### src/rtl/spmc_pkg.sv
package spmc_pkg;

    localparam int RAILS    = 3;
    localparam int RAIL_AUX = 0;
    localparam int RAIL_V33 = 1;
    localparam int RAIL_V15 = 2;

    typedef enum logic [2:0] {
        ST_OFF    = 3'd0,
        ST_TRIP   = 3'd1,
        ST_HELD   = 3'd2,
        ST_SHUT   = 3'd3,
        ST_NOCARD = 3'd4,
        ST_AUX    = 3'd5,
        ST_ON     = 3'd6
    } spmc_state_e;

    typedef enum logic [2:0] {
        MODE_OFF    = 3'd0,
        MODE_SHUT   = 3'd1,
        MODE_NOCARD = 3'd2,
        MODE_STBY   = 3'd3,
        MODE_ON     = 3'd4
    } spmc_mode_e;

    function automatic logic state_powered(spmc_state_e s);
        return (s == ST_ON) || (s == ST_AUX);
    endfunction

endpackage

### src/rtl/spmc_hist.sv
module spmc_hist (
    input  logic clk,
    input  logic rst_n,
    input  logic stby_n,
    input  logic card,
    output logic hist
);

    // Standby seen while the slot was empty; released with standby.
    always_ff @(posedge clk or negedge rst_n) begin
        if (!rst_n) begin
            hist <= 1'b0;
        end else begin
            hist <= !stby_n && (hist || !card);
        end
    end

    assert_hist_release_R6: assert property (@(posedge clk) disable iff (!rst_n)
        stby_n |=> !hist);

    assert_hist_set_R6: assert property (@(posedge clk) disable iff (!rst_n)
        (!stby_n && !card) |=> hist);

endmodule

### src/rtl/spmc_mode_fsm.sv
module spmc_mode_fsm
    import spmc_pkg::*;
#(
    parameter int N_RAIL = RAILS
) (
    input  logic              clk,
    input  logic              rst_n,
    input  logic              aux_ok,
    input  logic              shdn_n,
    input  logic              stby_n,
    input  logic              card,
    input  logic              main_ok,
    input  logic              low_ok,
    input  logic              therm,
    input  logic              hist,
    output logic [N_RAIL-1:0] sw_en,
    output logic [N_RAIL-1:0] dis_en,
    output logic [2:0]        mode
);

    spmc_state_e state;
    spmc_state_e nxt;
    logic        supplies_ok;
    logic        powered;
    logic        all_on;
    logic        aux_only;
    logic        drain;
    spmc_mode_e  mode_e;

    assign supplies_ok = main_ok && low_ok;
    assign powered     = state_powered(state);

    // Next-state priority.
    always_comb begin
        if (!aux_ok) begin
            nxt = ST_OFF;
        end else if (!shdn_n) begin
            nxt = ST_SHUT;
        end else if (therm) begin
            nxt = ST_TRIP;
        end else if (!card) begin
            nxt = ST_NOCARD;
        end else if (!stby_n) begin
            nxt = (powered && !hist) ? ST_AUX : ST_HELD;
        end else if (!supplies_ok) begin
            nxt = powered ? ST_AUX : ST_OFF;
        end else begin
            nxt = ST_ON;
        end
    end

    // State register.
    always_ff @(posedge clk or negedge rst_n) begin
        if (!rst_n) begin
            state <= ST_OFF;
        end else begin
            state <= nxt;
        end
    end

    // Output decode from state.
    always_comb begin
        all_on   = 1'b0;
        aux_only = 1'b0;
        drain    = 1'b0;
        mode_e   = MODE_OFF;
        unique case (state)
            ST_OFF, ST_TRIP, ST_HELD: begin
                mode_e = MODE_OFF;
            end
            ST_SHUT: begin
                drain  = 1'b1;
                mode_e = MODE_SHUT;
            end
            ST_NOCARD: begin
                drain  = 1'b1;
                mode_e = MODE_NOCARD;
            end
            ST_AUX: begin
                aux_only = 1'b1;
                mode_e   = MODE_STBY;
            end
            ST_ON: begin
                all_on = 1'b1;
                mode_e = MODE_ON;
            end
            default: begin
                mode_e = MODE_OFF;
            end
        endcase
    end

    generate
        for (genvar r = 0; r < N_RAIL; r++) begin : g_rail
            if (r == RAIL_AUX) begin : g_aux
                assign sw_en[r] = all_on || aux_only;
            end else begin : g_main
                assign sw_en[r] = all_on;
            end
            assign dis_en[r] = drain;
        end
    endgenerate

    assign mode = mode_e;

    assert_aux_lockout_R2: assert property (@(posedge clk) disable iff (!rst_n)
        !aux_ok |=> (sw_en == '0) && (dis_en == '0));

    assert_shutdown_drain_R3: assert property (@(posedge clk) disable iff (!rst_n)
        (aux_ok && !shdn_n) |=> (sw_en == '0) && (dis_en == '1));

    assert_empty_slot_R4: assert property (@(posedge clk) disable iff (!rst_n)
        (aux_ok && shdn_n && !therm && !card) |=> (sw_en == '0) && (dis_en == '1));

    assert_standby_aux_R5: assert property (@(posedge clk) disable iff (!rst_n)
        (aux_ok && shdn_n && !therm && card && !stby_n && !hist && (sw_en == '1))
        |=> (sw_en == N_RAIL'(1)) && (dis_en == '0));

    assert_full_power_R8: assert property (@(posedge clk) disable iff (!rst_n)
        (aux_ok && shdn_n && !therm && card && stby_n && main_ok && low_ok)
        |=> (sw_en == '1) && (dis_en == '0));

    assert_thermal_off_R9: assert property (@(posedge clk) disable iff (!rst_n)
        (aux_ok && shdn_n && therm) |=> (sw_en == '0) && (dis_en == '0));

endmodule

### src/rtl/spmc_oc_deglitch.sv
module spmc_oc_deglitch #(
    parameter int CH             = 3,
    parameter int DEGLITCH_TICKS = 20
) (
    input  logic          clk,
    input  logic          rst_n,
    input  logic          tick,
    input  logic [CH-1:0] oc_raw,
    output logic          oc_n
);

    localparam int CW = $clog2(DEGLITCH_TICKS + 1);
    localparam logic [CW-1:0] LAST = CW'(DEGLITCH_TICKS - 1);

    typedef enum logic {
        OC_CLEAR = 1'b0,
        OC_FAULT = 1'b1
    } oc_state_e;

    oc_state_e     st;
    logic [CW-1:0] cnt;
    logic          raw_any;
    logic          differs;

    assign raw_any = |oc_raw;
    assign differs = (st == OC_FAULT) ? !raw_any : raw_any;

    always_ff @(posedge clk or negedge rst_n) begin
        if (!rst_n) begin
            st  <= OC_CLEAR;
            cnt <= '0;
        end else if (!differs) begin
            cnt <= '0;
        end else if (tick) begin
            if (cnt == LAST) begin
                cnt <= '0;
                unique case (st)
                    OC_CLEAR: st <= OC_FAULT;
                    OC_FAULT: st <= OC_CLEAR;
                    default:  st <= OC_CLEAR;
                endcase
            end else begin
                cnt <= cnt + 1'b1;
            end
        end
    end

    assign oc_n = (st == OC_CLEAR);

    assert_oc_needs_tick_R10: assert property (@(posedge clk) disable iff (!rst_n)
        !tick |=> $stable(oc_n));

    assert_oc_agree_holds_R10: assert property (@(posedge clk) disable iff (!rst_n)
        (raw_any == !oc_n) |=> $stable(oc_n));

endmodule

### src/rtl/slot_pwr_mode_ctrl.sv
module slot_pwr_mode_ctrl
    import spmc_pkg::*;
#(
    parameter int DEGLITCH_TICKS = 20
) (
    input  logic             clk,
    input  logic             rst_n,
    input  logic             tick,
    input  logic             shdn_n,
    input  logic             stby_n,
    input  logic             card_usb_n,
    input  logic             card_pcie_n,
    input  logic             aux_ok,
    input  logic             main_ok,
    input  logic             low_ok,
    input  logic [RAILS-1:0] oc_hit,
    input  logic             therm_trip,
    output logic [RAILS-1:0] sw_en,
    output logic [RAILS-1:0] dis_en,
    output logic             oc_n,
    output logic [2:0]       mode
);

    logic card;
    logic hist;

    // either presence input low means a card is in the slot.
    assign card = !(card_usb_n && card_pcie_n);

    spmc_hist u_hist (
        .clk    (clk),
        .rst_n  (rst_n),
        .stby_n (stby_n),
        .card   (card),
        .hist   (hist)
    );

    spmc_mode_fsm #(
        .N_RAIL (RAILS)
    ) u_fsm (
        .clk     (clk),
        .rst_n   (rst_n),
        .aux_ok  (aux_ok),
        .shdn_n  (shdn_n),
        .stby_n  (stby_n),
        .card    (card),
        .main_ok (main_ok),
        .low_ok  (low_ok),
        .therm   (therm_trip),
        .hist    (hist),
        .sw_en   (sw_en),
        .dis_en  (dis_en),
        .mode    (mode)
    );

    spmc_oc_deglitch #(
        .CH             (RAILS),
        .DEGLITCH_TICKS (DEGLITCH_TICKS)
    ) u_oc (
        .clk    (clk),
        .rst_n  (rst_n),
        .tick   (tick),
        .oc_raw (oc_hit),
        .oc_n   (oc_n)
    );

    assert_rail_exclusive_R3: assert property (@(posedge clk) disable iff (!rst_n)
        (sw_en & dis_en) == '0);

endmodule

### config.mk
export PLATFORM = sky130hd
export DESIGN_NAME = slot_pwr_mode_ctrl
export DESIGN_NICKNAME = d
export VERILOG_FILES = /design/src/rtl/spmc_pkg.sv /design/src/rtl/spmc_hist.sv /design/src/rtl/spmc_mode_fsm.sv /design/src/rtl/spmc_oc_deglitch.sv /design/src/rtl/slot_pwr_mode_ctrl.sv
export SDC_FILE = /design/constraint.sdc
export NUM_CORES = 1
export LEC_CHECK = 0
export ABC_CLOCK_PERIOD_IN_PS = 1600
export BUFFER_PORTS_ARGS = -buffer_cell sky130_fd_sc_hd__buf_4
export CAP_MARGIN = 25
export CORE_ASPECT_RATIO = 1.25
export CORE_UTILIZATION = 35
export DETAILED_ROUTE_END_ITERATION = 8
export GPL_TIMING_DRIVEN = 0
export PLACE_DENSITY = 0.68
export SKIP_LAST_GASP = 1
export SLEW_MARGIN = 15
export SYNTH_ARGS = -nofsm -noshare
export SYNTH_HDL_FRONTEND = slang
export SYNTH_SLANG_ARGS = --single-unit
### constraint.sdc
create_clock -name clk -period 1.6 [get_ports clk]
set_input_delay 0.16 -clock clk [delete_from_list [all_inputs] [get_ports clk]]
set_output_delay 0.16 -clock clk [all_outputs]
set_load 0.05 [all_outputs]
==> summary.md <==
| Metric | Value |
|---|---|
| Nets | `118` |
| Area of the die | `approximately 0.0021 mm^2` |
| Clock transition at path regs | `0.07 ns` |
| WHS Endpoint | `u_hist.hist` |
| Number of clock sinks | `10` |
| Most frequent CP cell | `buf_4` |
| Fin crit period | `about 1.5 ns` |
| Unique masters post-synth | `31` |
| Yosys top cell by area | `dfrtp_1` |
| Critical R2R Capture | `u_oc.cnt[0]` |
| CTS tree | `built` |
| Starting density of the core | `0.377` |
| Synth Area in Adders | `0.0186` |
| Reg2Reg Depth | `4` |
| P&R area growth vs syn | `36.9%` |
| Worst hold path startpoint | `stby_n` |
| CTS Buf Count | `3` |
| Asr flop ratio synth | `1.00` |
| WP buf/inv | `2` |
| Final Max Slew Viols | `0` |
| Post-route setup slack | `roughly 0.074 ns` |
| P_leak | `0.456 nW` |
| Routed wire length | `1390 um` |
| HP Class | `input port to register` |
| Multiplexer share of the synthesized area | `0.0148` |
| Post-synthesis instance total | `74` |
| Worst r2r src | `u_oc.cnt[0]` |
| CP Max Fanout | `4` |
| Clk pwr share | `0.219` |
| Synth Area in Simple Gates | `0.254` |
| Switching Share | `0.370` |
| Residual DRC | `0` |
| Share of layout cells above drive strength 1 | `0.422` |
| Synth top area share | `0.371` |
| Comb power frac | `0.378` |
| Vias in the first global route | `597` |
| Status | `completed` |
| Largest net degree at the start of global routing | `11` |
| DR iter-0 viols | `7` |
| R2R Setup Slk | `approximately 0.22 ns` |
| Sw Pwr | `between 0.3 and 0.4 mW` |
| Worst Setup Start Kind | `register` |
| Critical path required time | `1.44 ns` |
| Most frequent cell after synthesis | `dfrtp_1` |
| H-tree levels | `1` |
| Skew final | `roughly 0.0037 ns` |
| Crit path largest cell delay | `0.43 ns` |
| CP top delay family | `flip-flops` |
| Final worst-path cycle share | `0.954` |
| Total number of vias | `597` |
| Setup violations, final | `0` |
| GRT Resource Usage Total | `0.160` |
| Worst Path Arrival | `1.37 ns` |
| Drt via density | `just under 5` |
| Antenna fix cells | `0` |
| Crit Path Category | `register to output port` |
| Worst-Margin Slew | `0.436 ns` |
| Chip height | `51.1 um` |
| Most common library cells after synthesis | `dfrtp_1, nor2_1, buf_4, inv_1, nand2_1` |
| Routed len/inst | `between 10 and 15 um` |
| Top Ports | `24` |
| Top area cells in the synthesized netlist | `dfrtp_1, buf_4, nor2_1, a21oi_1, nor4bb_4` |
| Placed Area | `863 um^2` |
| Hold Violations, Final | `0` |
| Seq pwr share | `0.403` |
| Post-place setup slack | `0.189 ns` |
| Overall Power | `1.02 mW` |
| Xor-xnor portion of the synthesized cell area | `0.0501` |
| Power density over cell area | `1110 mW/mm^2` |
| Int Power | `0.644 mW` |
| Fmax | `655 MHz` |
| Antenna Nets Post-Route | `0` |
| Synth Area per Inst | `between 9 and 10 um^2` |
| Worst-Skew Late Latency | `between 0.2 and 0.3 ns` |
| Crit. End Element | `output port` |
| IO Port Bufs | `22` |
| Core Region | `0.00179 mm^2` |
| Ys Warns | `0` |
| WHS | `0.0923 ns` |
| #FFs+latches synth | `10` |
| Setup TNS | `0 ns` |
| Die width | `41.3 um` |
| Slew HR | `0.707` |
| Max cap viols | `0` |
| Worst vdd ir | `0.567 mV` |
| Initial antenna violation count | `0` |
| Mapped cell area | `674 um^2` |
| Syn_nets | `89` |
| Final Cell Area | `923 um^2` |
| Gpl congestion | `0.681` |
| CP cell instances | `nand2b_1 -> o21ai_2 -> buf_4 -> buf_4` |
| Largest family of logic cells by synthesized area | `simple AND/OR/NAND/NOR gates` |
| Hold-critical path depth | `2` |
| Root Buffer | `clkbuf_4` |
| Sequential area share after synthesis | `0.371` |
| EDFF count, synth | `0` |
| RSZ-0062 raised after global routing | `no` |
| Compound-Gate Fraction of Synth Area | `0.184` |
| Drt pass-1 iters | `3` |
| HPWL after DPL | `~1100 um` |
| Grt total ovfl | `0` |
| Worst-case clock buffer depth | `2` |
| Slowest-stage cell, CP | `dfrtp_2` |
| Rows | `17` |
| Dominant synthesized flop cell | `dfrtp_1` |
| First-pass GRT wire length | `2300 um` |
flip-flops by register name, indices dropped and copies added (netlist names):
signal       cells
u_fsm.state      3
u_oc.st          1
u_oc.cnt         5
u_hist.hist      1
cells in the final DEF (no fill, tap or decap), drive strengths merged, types with 2 or more instances in the layout:
cell | netlist | final
xor2 | 2 | 2
inv | 6 | 6
buf | 7 | 30
o21ai | 5 | 5
dfrtp | 10 | 10
clkbuf | 0 | 4
nand2b | 2 | 2
or3 | 2 | 2
a21oi | 5 | 5
nor2 | 7 | 7
nor2b | 3 | 3
nand2 | 6 | 6
nand3b | 2 | 2
routing by layer:
metal / global-route usage / routed length (um) / vias up
met4: 0.0645 / 8 / 0
met3: 0.0261 / 85 / 2
met1: 0.180 / 583 / 272
met5: 0 / 0 / -
met2: 0.279 / 708 / 17
li1: - / - / 306
cell families after synthesis:
family / count (synthesis)
simple gates: 28
mux: 1
buf+inv: 13
flops: 10
compound gates: 18
xor+xnor: 3
fa+ha+maj: 1
stage by stage:
step,std cells,utilization
6_report,121,0.517
3_5_place_dp,115,0.483
4_1_cts,121,0.516
2_1_floorplan,74,-
3_3_place_gp,115,0.483
5_1_grt,121,0.517
area by class of cell:
type | instances | area (um^2)
buffer | 7 | 50.0
multi-input combinational | 51 | 355
inverter | 6 | 22.5
tap | 19 | 23.8
timing repair buffer | 24 | 183
fill | 178 | 863
sequential | 10 | 253
clock buffer | 4 | 36.3
worst max path at each step:
stage	slack, ns	cells past startpoint	end	start
6_report	0.07	4	dis_en[0]	u_fsm.state[0]
5_1_grt	0.009	4	dis_en[1]	u_fsm.state[0]
4_1_cts	0.04	4	dis_en[2]	u_fsm.state[0]
3_5_place_dp	0.19	4	dis_en[2]	u_fsm.state[0]
3_3_place_gp	0.23	4	dis_en[1]	u_fsm.state[0]
2_1_floorplan	0.16	2	mode[0]	u_fsm.state[1]
power groups by stage:
stage | logic [mW] | clock network [mW] | registers, mW
4_1_cts | 0.389 | 0.234 | 0.414
3_3_place_gp | 0.366 | 0 | 0.411
5_1_grt | 0.431 | 0.242 | 0.427
6_report | 0.387 | 0.224 | 0.412
2_1_floorplan | 0.280 | 0 | 0.398
3_5_place_dp | 0.379 | 0 | 0.416
repair_timing:
| action | 4_1_cts | 5_1_grt |
|---|---|---|
| pin swaps | 1 | 0 |
| hold endpoints to repair | 10 | 0 |
| resized for setup | 3 | 1 |
| hold buffers | 1 | 0 |
| gates cloned | 0 | 0 |
| setup buffers | 1 | 0 |
| setup endpoints to repair | 4 | 5 |
Note: power is estimated with default switching activity, not from simulation.
